**config.mk**
```make
export PLATFORM = sky130hd
export DESIGN_NAME = ssio_port
export DESIGN_NICKNAME = d
export VERILOG_FILES = /design/src/rtl/ssio_pkg.sv /design/src/rtl/ssio_clkgen.sv /design/src/rtl/ssio_shifter.sv /design/src/rtl/ssio_port.sv
export SDC_FILE = /design/constraint.sdc
export NUM_CORES = 1
export LEC_CHECK = 0
export ABC_AREA = 0
export CAP_MARGIN = 20
export CORE_MARGIN = 2
export CORE_UTILIZATION = 45
export DETAILED_ROUTE_END_ITERATION = 8
export DONT_BUFFER_PORTS = 1
export SETUP_SLACK_MARGIN = 0.5
export SLEW_MARGIN = 20
export SYNTH_ARGS = -nofsm -noshare
export SYNTH_HDL_FRONTEND = slang
export SYNTH_HIERARCHICAL = 1
export SYNTH_SLANG_ARGS = --single-unit
```
**constraint.sdc**
```tcl
create_clock -name clk -period 2.1 [get_ports clk]
set_input_delay 0.525 -clock clk [delete_from_list [all_inputs] [get_ports clk]]
set_output_delay 0.525 -clock clk [all_outputs]
set_load 0.05 [all_outputs]
```
**src/rtl/ssio_pkg.sv**
```systemverilog
package ssio_pkg;
   typedef struct packed {
      logic ext_clk;
      logic port_en;
      logic rdy_en;
      logic rx_en;
      logic tx_en;
   } ssio_ctrl_t;

   localparam int unsigned CTRL_W = $bits(ssio_ctrl_t);

   localparam logic [1:0] ADR_DATA = 2'd0;
   localparam logic [1:0] ADR_CTRL = 2'd1;
   localparam logic [1:0] ADR_STAT = 2'd2;
endpackage

```
**src/rtl/ssio_clkgen.sv**
```systemverilog
module ssio_clkgen #(
   parameter int unsigned DIV_HALF    = 4,
   parameter int unsigned SYNC_STAGES = 2,
   parameter bit          EXT_CLK_EN  = 1'b1
) (
   input  logic clk,
   input  logic rst_n,
   input  logic run,
   input  logic ext_mode,
   input  logic sclk_i,
   output logic fall_ev,
   output logic rise_ev,
   output logic arm_ev,
   output logic int_level
);
   localparam int unsigned CW = $clog2(DIV_HALF + 1);
   localparam logic [CW-1:0] DIV_LAST = CW'(DIV_HALF - 1);

   initial begin
      assert (DIV_HALF >= 2) else $error("DIV_HALF must be at least 2");
      assert (SYNC_STAGES >= 2) else $error("SYNC_STAGES must be at least 2");
   end

   logic [CW-1:0] div_q;
   logic          ph_q;
   logic          tick;

   assign tick = run && (div_q == DIV_LAST);

   always_ff @(posedge clk or negedge rst_n) begin
      if (!rst_n) begin
         div_q <= '0;
         ph_q  <= 1'b1;
      end else if (!run) begin
         div_q <= '0;
         ph_q  <= 1'b1;
      end else if (tick) begin
         div_q <= '0;
         ph_q  <= ~ph_q;
      end else begin
         div_q <= div_q + 1'b1;
      end
   end

   logic int_fall, int_rise;
   assign int_fall  = tick & ph_q;
   assign int_rise  = tick & ~ph_q;
   assign int_level = ph_q;

   logic ext_fall, ext_rise, ext_level, use_ext;

   generate
      if (EXT_CLK_EN) begin : g_ext
         logic [SYNC_STAGES-1:0] sync_q;
         logic                   prev_q;
         always_ff @(posedge clk or negedge rst_n) begin
            if (!rst_n) begin
               sync_q <= '1;
               prev_q <= 1'b1;
            end else begin
               sync_q <= {sync_q[SYNC_STAGES-2:0], sclk_i};
               prev_q <= sync_q[SYNC_STAGES-1];
            end
         end
         assign ext_level = sync_q[SYNC_STAGES-1];
         assign ext_fall  = prev_q & ~ext_level;
         assign ext_rise  = ~prev_q & ext_level;
         assign use_ext   = ext_mode;
      end else begin : g_noext
         assign ext_level = 1'b1;
         assign ext_fall  = 1'b0;
         assign ext_rise  = 1'b0;
         assign use_ext   = 1'b0;
      end
   endgenerate

   assign fall_ev = use_ext ? ext_fall : int_fall;
   assign rise_ev = use_ext ? ext_rise : int_rise;
   assign arm_ev  = use_ext ? ext_level : int_rise;

   a_r2_edges_exclusive: assert property (@(posedge clk) disable iff (!rst_n)
      $onehot0({fall_ev, rise_ev}));
endmodule

```
**src/rtl/ssio_shifter.sv**
```systemverilog
module ssio_shifter #(
   parameter int unsigned DATA_W = 8
) (
   input  logic              clk,
   input  logic              rst_n,
   input  logic              clr,
   input  logic              tx_en,
   input  logic              rx_en,
   input  logic              wr_tx,
   input  logic [DATA_W-1:0] wr_data,
   input  logic              rd_rx,
   input  logic              fall_ev,
   input  logic              rise_ev,
   input  logic              arm_ev,
   input  logic              rxd,
   output logic              tx_bit,
   output logic              busy,
   output logic              done,
   output logic              pending,
   output logic              rx_full,
   output logic [DATA_W-1:0] rx_buf
);
   localparam int unsigned CNT_W = $clog2(DATA_W);
   localparam logic [CNT_W-1:0] LAST = CNT_W'(DATA_W - 1);

   initial begin
      assert (DATA_W >= 2) else $error("DATA_W must be at least 2");
   end

   logic [DATA_W-1:0] tx_buf_q, tx_sh_q, rx_sh_q, rx_buf_q, rx_next;
   logic [CNT_W-1:0]  cnt_q;
   logic              busy_q, done_q, pend_q, armed_q, rxf_q;
   logic              start, last_rise;

   assign rx_next   = {rxd, rx_sh_q[DATA_W-1:1]};
   assign start     = fall_ev & ~busy_q & armed_q & pend_q & tx_en;
   assign last_rise = rise_ev & busy_q & (cnt_q == LAST);

   always_ff @(posedge clk or negedge rst_n) begin
      if (!rst_n) begin
         tx_buf_q <= '0;
         tx_sh_q  <= '1;
         rx_sh_q  <= '0;
         rx_buf_q <= '0;
         cnt_q    <= '0;
         busy_q   <= 1'b0;
         done_q   <= 1'b1;
         pend_q   <= 1'b0;
         armed_q  <= 1'b0;
         rxf_q    <= 1'b0;
      end else if (clr) begin
         tx_sh_q  <= '1;
         rx_sh_q  <= '0;
         cnt_q    <= '0;
         busy_q   <= 1'b0;
         done_q   <= 1'b1;
         pend_q   <= 1'b0;
         armed_q  <= 1'b0;
         if (rd_rx) rxf_q <= 1'b0;
      end else begin
         if (wr_tx) begin
            tx_buf_q <= wr_data;
            pend_q   <= 1'b1;
         end
         if (arm_ev) armed_q <= pend_q & tx_en;
         if (start) begin
            busy_q  <= 1'b1;
            tx_sh_q <= tx_buf_q;
            pend_q  <= wr_tx;
            cnt_q   <= '0;
            done_q  <= 1'b0;
            armed_q <= 1'b0;
         end else if (fall_ev && busy_q) begin
            tx_sh_q <= {1'b1, tx_sh_q[DATA_W-1:1]};
         end
         if (rise_ev && busy_q) begin
            rx_sh_q <= rx_next;
            if (cnt_q == LAST) begin
               busy_q <= 1'b0;
               cnt_q  <= '0;
               done_q <= ~(pend_q & tx_en);
               if (rx_en) rx_buf_q <= rx_next;
            end else begin
               cnt_q <= cnt_q + 1'b1;
            end
         end
         if (last_rise && rx_en) rxf_q <= 1'b1;
         else if (rd_rx)        rxf_q <= 1'b0;
      end
   end

   assign tx_bit  = busy_q ? tx_sh_q[0] : 1'b1;
   assign busy    = busy_q;
   assign done    = done_q;
   assign pending = pend_q;
   assign rx_full = rxf_q;
   assign rx_buf  = rx_buf_q;

   // flag is low for the whole transfer
   a_r4_done_low_busy: assert property (@(posedge clk) disable iff (!rst_n)
      busy_q |-> !done_q);
   // a transfer begins only on a falling shift edge
   a_r11_start_on_fall: assert property (@(posedge clk) disable iff (!rst_n)
      $rose(busy_q) |-> $past(fall_ev));
   // receive full rises only on a rising shift edge
   a_r3_full_on_rise: assert property (@(posedge clk) disable iff (!rst_n)
      $rose(rxf_q) |-> $past(rise_ev));
   // only the last rising edge or a double disable ends a transfer
   a_r7_keeps_running: assert property (@(posedge clk) disable iff (!rst_n)
      (busy_q && !clr && !last_rise) |=> busy_q);
   // clearing both enables abandons the transfer
   a_r9_clear_resets: assert property (@(posedge clk) disable iff (!rst_n)
      clr |=> (!busy_q && done_q && !pend_q));
endmodule

```
**src/rtl/ssio_port.sv**
```systemverilog
module ssio_port
   import ssio_pkg::*;
#(
   parameter int unsigned DATA_W      = 8,
   parameter int unsigned DIV_HALF    = 4,
   parameter int unsigned SYNC_STAGES = 2,
   parameter bit          EXT_CLK_EN  = 1'b1
) (
   input  logic              clk,
   input  logic              rst_n,
   input  logic              wr_en,
   input  logic [1:0]        wr_addr,
   input  logic [DATA_W-1:0] wr_data,
   input  logic              rd_en,
   input  logic [1:0]        rd_addr,
   output logic [DATA_W-1:0] rd_data,
   input  logic              sclk_i,
   output logic              sclk_o,
   output logic              txd_o,
   input  logic              rxd_i,
   output logic              srdy_o
);
   initial begin
      assert (DATA_W >= CTRL_W) else $error("DATA_W must hold the control word");
   end

   ssio_ctrl_t ctrl_q;

   always_ff @(posedge clk or negedge rst_n) begin
      if (!rst_n)                              ctrl_q <= '0;
      else if (wr_en && wr_addr == ADR_CTRL)   ctrl_q <= ssio_ctrl_t'(wr_data[CTRL_W-1:0]);
   end

   logic clr, busy, done, pending, rx_full, tx_bit;
   logic fall_ev, rise_ev, arm_ev, int_level;
   logic [DATA_W-1:0] rx_buf;

   assign clr = ~ctrl_q.tx_en & ~ctrl_q.rx_en;

   ssio_clkgen #(
      .DIV_HALF   (DIV_HALF),
      .SYNC_STAGES(SYNC_STAGES),
      .EXT_CLK_EN (EXT_CLK_EN)
   ) u_clkgen (
      .clk      (clk),
      .rst_n    (rst_n),
      .run      (ctrl_q.tx_en | busy),
      .ext_mode (ctrl_q.ext_clk),
      .sclk_i   (sclk_i),
      .fall_ev  (fall_ev),
      .rise_ev  (rise_ev),
      .arm_ev   (arm_ev),
      .int_level(int_level)
   );

   ssio_shifter #(.DATA_W(DATA_W)) u_shifter (
      .clk    (clk),
      .rst_n  (rst_n),
      .clr    (clr),
      .tx_en  (ctrl_q.tx_en),
      .rx_en  (ctrl_q.rx_en),
      .wr_tx  (wr_en && wr_addr == ADR_DATA),
      .wr_data(wr_data),
      .rd_rx  (rd_en && rd_addr == ADR_DATA),
      .fall_ev(fall_ev),
      .rise_ev(rise_ev),
      .arm_ev (arm_ev),
      .rxd    (rxd_i),
      .tx_bit (tx_bit),
      .busy   (busy),
      .done   (done),
      .pending(pending),
      .rx_full(rx_full),
      .rx_buf (rx_buf)
   );

   always_comb begin
      rd_data = '0;
      case (rd_addr)
         ADR_DATA: rd_data = rx_buf;
         ADR_CTRL: rd_data[CTRL_W-1:0] = ctrl_q;
         ADR_STAT: rd_data[2:0] = {pending, rx_full, done};
         default:  rd_data = '0;
      endcase
   end

   assign sclk_o = (ctrl_q.port_en && !ctrl_q.ext_clk && busy) ? int_level : 1'b1;
   assign txd_o  = ctrl_q.port_en ? tx_bit : 1'b1;
   assign srdy_o = ctrl_q.port_en & ctrl_q.rdy_en & ctrl_q.tx_en & ctrl_q.rx_en
                   & pending & ~busy;

   // pins park high while the port is disabled
   a_r8_pins_parked: assert property (@(posedge clk) disable iff (!rst_n)
      !ctrl_q.port_en |-> (sclk_o && txd_o));
   // ready line is low on the cycle after a transfer starts
   a_r10_srdy_drops: assert property (@(posedge clk) disable iff (!rst_n)
      $rose(busy) |-> !srdy_o);
endmodule

```
==> impl_summary.md <==
Detailed routing
In this run, the number of DRC markers left after iteration 0 of detailed routing was 97. Wires add up to 5170 um. After detailed routing, the average wire length per cell comes to 17.5 um. The length of the first detailed-routing pass in iterations is 4.

The number of vias in the routed layout is 1,666. Dividing the detail-routed via count by the number of cells gives 5.63. For this run, design rule violations remaining after detail routing come to 0.

In this run the remaining antenna-violating nets after routing total 0.

Clock network
The TritonCTS sink count is 51. TritonCTS built the clock tree. The root cell of the clock tree is sky130_fd_sc_hd__clkbuf_8. The clock insertion delay at the later pin of the skew report is 0.30 ns. The number of buffers inserted during clock tree synthesis is 5.

Counting along the longest clock path gives a buffer depth of 2. After clock tree synthesis, the clock-pin slew on the worst setup and hold paths is 0.08 ns. The depth of the CTS H-tree is 2.

Power and ir drop
The share of total power in the clock network is 22.4%. The cell area power density is 776 nW/um2. The relative contribution of combinational cells to total power is 22.5%. Of the total power, registers draw 55.1%.

In this run the static leakage power is 1.28 nW. The analysis attributes to net switching a power of 0.000666 W. The design draws 0.00235 W. The switching share of total power is 28.3%. The worst IR drop on VDD is 0.520 mV. The cell-internal power is 0.00169 W.

Cells and area
The cell area after layout is 3030 um2. Cells fill 59.4% of the core in the end. The layout cell share with drive strength beyond 1 is 52.2%. The final net count is 246. 0 antenna diodes ended up in the layout. The signed area change from the synthesized netlist to the final layout is 26.6%.

STA
The fmax is 524 MHz. The final count of hold timing violations was 0. In the final timing run, aggregate negative setup slack is 0 ns. Between clock sinks in the finished design, the worst skew comes to 0.00545 ns. The final setup slack of the worst path is 0.193 ns. The final-report max-slew violation count is 0. The final-report setup violation count is 0.

The headroom to the max-slew limit is 60.3%. For the pin with the worst max-slew slack, the measured transition is 0.595 ns. The worst path in the final design needs a cycle of 1.91 ns, including I/O delays and setup. Dividing the final minimum period by the clock period gives 90.8%. Setup repair after global routing could not meet its margin everywhere.

Floorplanning
The die is 77.0 um tall. The die width is 77.0 um. The core region is 5110 um2.

For this design the top-level I/O count stands at 29. The initial utilization of the core area, before any placement, comes to 46.9%. The die covers 5920 um2. The number of cell rows is 26.

Logic synthesis
The post-synthesis instance total is 201. The synthesized netlist devotes 11.8% of its cell area to compound gates. The portion of synthesized area spent on multiplexers is 13.2%. After Yosys synthesis, full adders, half adders and majority gates account for 1.57% of the synthesized area. The number of enable-type register cells in the synthesized netlist is 0. Among all flip-flop cells after synthesis, the most frequent one is sky130_fd_sc_hd__dfrtp_1.

The flop and latch count out of synthesis is 51. The number of different library cells used by synthesis comes to 41. The fraction of registers with async set or reset after synthesis is 100%.

The net count after synthesis is 222. Of the total synthesized cell area, the portion taken by AND, OR, NAND and NOR gates is 16.5%. The average instance area after synthesis is 11.9 um2. The xor and xnor fraction of the mapped netlist area is 0.366%.

By area, the combinational part of the netlist is dominated by simple AND/OR/NAND/NOR gates. After synthesis the cells add up to 2400 um2. Sequential cells were found to cover 53.9% of the synthesized design area. The number of warnings issued by yosys is 6.

Setup path
In this run the worst path has a maximum fanout of 8. Data on the critical path arrives at its endpoint at 2.09 ns. Traced cell by cell, the critical path runs through ha_2, nor2b_4, nand3_4, o21ai_4, nand4_1, nor2_4, buf_12, mux2_4. The worst setup path is captured at a flip-flop.

The slowest stage of the critical path is the sky130_fd_sc_hd__dfrtp_1 cell. The type of element launching the critical path is a flip-flop. The worst path required time is 2.28 ns.

The delay of the slowest cell on the worst path is 0.37 ns. The setup path with the least slack is of type reg -> reg.

Placed design
The placed cell area is 2600 um2. OpenSTA, run right after detailed placement, puts the worst setup slack at 0.0450 ns. The placed wire-length estimate is 3450 um. The count of port buffers added during placement is 0. Routability-driven placement finished with a final weighted congestion of 0.787.

Global route
The first global-routing pass estimated 8600 um of wire. The aggregate global-route resource usage is 18.4%. The number of antenna violations at the first check in global routing was 0. The number of global-route vias before repair is 1,754.

The maximum number of pins on one net before global-route repair is 39. The total overflow left after global routing is 0.

Flow run
The number of max-cap violations is 0.

Min path
The kind of path behind the tightest hold check is in -> async.

Outcome
The flow ran to the end, and the final reports show no timing, DRC or antenna violations.
through the flow:
stage / hold slack, ns / std cells
finish: 0.0620 / 296
global placement: 0.231 / 267
CTS: 0.0467 / 292
detailed placement: 0.231 / 267
floorplan: 0.229 / 201
global route: 0.0388 / 296
critical path: cells and delay by family, from the launching register on:
family | cells | cell delay (ns)
adder cells (fa/ha/maj) | 1 | 0.19
flip-flops | 1 | 0.37
AND/OR/NAND/NOR | 4 | 0.71
AO/OA/AOI/OAI | 1 | 0.08
multiplexers | 1 | 0.30
buffers and inverters | 1 | 0.15
flip-flops by register name (all words and copies together) (netlist names):
signal,cells
u_shifter/rx_full,1
u_shifter/armed_q,1
u_shifter/busy,1
u_clkgen/div_q,3
u_shifter/done,1
u_shifter/cnt_q,3
u_clkgen/int_level,1
ctrl_q,5
u_clkgen/g_ext.sync_q,2
u_shifter/rx_sh_q,7
u_clkgen/g_ext.prev_q,1
u_shifter/tx_buf_q,8
u_shifter/rx_buf,8
u_shifter/pending,1
u_shifter/tx_sh_q,8
synth_stat cells (all sizes together) (2+ instances only):
| cell | n | area (um2) |
|---|---|---|
| nor2 | 8 | 32.5 |
| nand3b | 4 | 42.5 |
| and3b | 2 | 18.8 |
| nand3 | 3 | 15.0 |
| nor2b | 4 | 32.5 |
| dfrtp | 38 | 951 |
| mux2 | 21 | 255 |
| nand2 | 22 | 82.6 |
| nor3 | 8 | 40.0 |
| a21oi | 10 | 50.1 |
| nand4 | 2 | 12.5 |
| inv | 2 | 7.51 |
| and2 | 7 | 43.8 |
| a221oi | 7 | 61.3 |
| mux2i | 6 | 60.1 |
| clkbuf | 6 | 22.5 |
| ha | 3 | 37.5 |
| buf | 5 | 33.8 |
| nor3b | 5 | 37.5 |
| o21ai | 2 | 13.8 |
| dfstp | 13 | 342 |
| a31o | 3 | 26.3 |
| o2bb2ai | 10 | 87.6 |
power by group through the flow:
stage	sequential [W]	combinational, W	clock (W)
final	0.00130	0.000530	0.000527
after detailed placement	0.00131	0.000410	0
after global routing	0.00132	0.000580	0.000596
after floorplan	0.00127	0.000354	0
after global placement	0.00130	0.000397	0
after CTS	0.00129	0.000514	0.000551
placed cells by master, fill, tap and decap left out, types with 4 or more instances in the layout:
cell / count
sky130_fd_sc_hd__nor3_1: 6
sky130_fd_sc_hd__buf_6: 7
sky130_fd_sc_hd__dfrtp_1: 32
sky130_fd_sc_hd__buf_4: 19
sky130_fd_sc_hd__nor3b_1: 4
sky130_fd_sc_hd__mux2_2: 8
sky130_fd_sc_hd__clkbuf_8: 5
sky130_fd_sc_hd__mux2_4: 13
sky130_fd_sc_hd__o2bb2ai_1: 7
sky130_fd_sc_hd__dfrtp_2: 6
sky130_fd_sc_hd__mux2i_2: 5
sky130_fd_sc_hd__dfstp_2: 13
sky130_fd_sc_hd__nand2_1: 20
sky130_fd_sc_hd__a21oi_1: 8
sky130_fd_sc_hd__a221oi_2: 4
logic make-up (layout without fill, tap and decap cells):
group | Yosys count | in the layout
adders and majority gates | 3 | 3
DFF | 51 | 51
buffers and inverters | 13 | 38
and+or+nand+nor | 70 | 70
muxes | 27 | 27
xor gates and xnor gates | 1 | 1
AOI/OAI and AO/OA | 36 | 36
cell type report:
type | instances | area (um2)
Fill cell | 405 | 2070
Sequential cell | 51 | 1300
Multi-Input combinational cell | 137 | 1300
Timing Repair Buffer | 28 | 262
Tap cell | 70 | 87.6
Clock buffer | 8 | 80.1
Inverter | 2 | 7.51
layer usage:
metal / global-route usage, % / routed length, um / vias to the layer above
met5: 0 / 0 / -
met4: 7.68 / 99 / 0
met3: 3.76 / 166 / 9
met2: 29.8 / 2610 / 33
met1: 24.1 / 2300 / 847
li1: - / - / 777
final timing paths:
path / start / endpoint / slack (ns) / cells past startpoint
setup / recovery: u_clkgen/div_q[0] / u_shifter/rx_buf[6] / 0.19 / 8
hold / removal: rst_n / u_clkgen/div_q[1] / 0.06 / 1
setup reg to reg: u_clkgen/div_q[0] / u_shifter/rx_buf[6] / 0.19 / 8
hold reg to reg: u_clkgen/g_ext.sync_q[0] / u_clkgen/g_ext.sync_q[1] / 0.36 / 0
max in group asynchronous: rst_n / u_shifter/pending / 1.83 / 1
min in group clk: sclk_i / u_clkgen/g_ext.sync_q[0] / 0.22 / 0
what timing repair did:
item | CTS | global route
setup endpoints to repair | 46 | 47
resized for setup | 31 | 12
hold buffers | 1 | 0
pin swaps | 11 | 9
buffers inserted | 16 | 4
endpoints found under the hold margin | 38 | 0
gates cloned | 0 | 0
No activity file was read; power rests on OpenSTA's default activity.
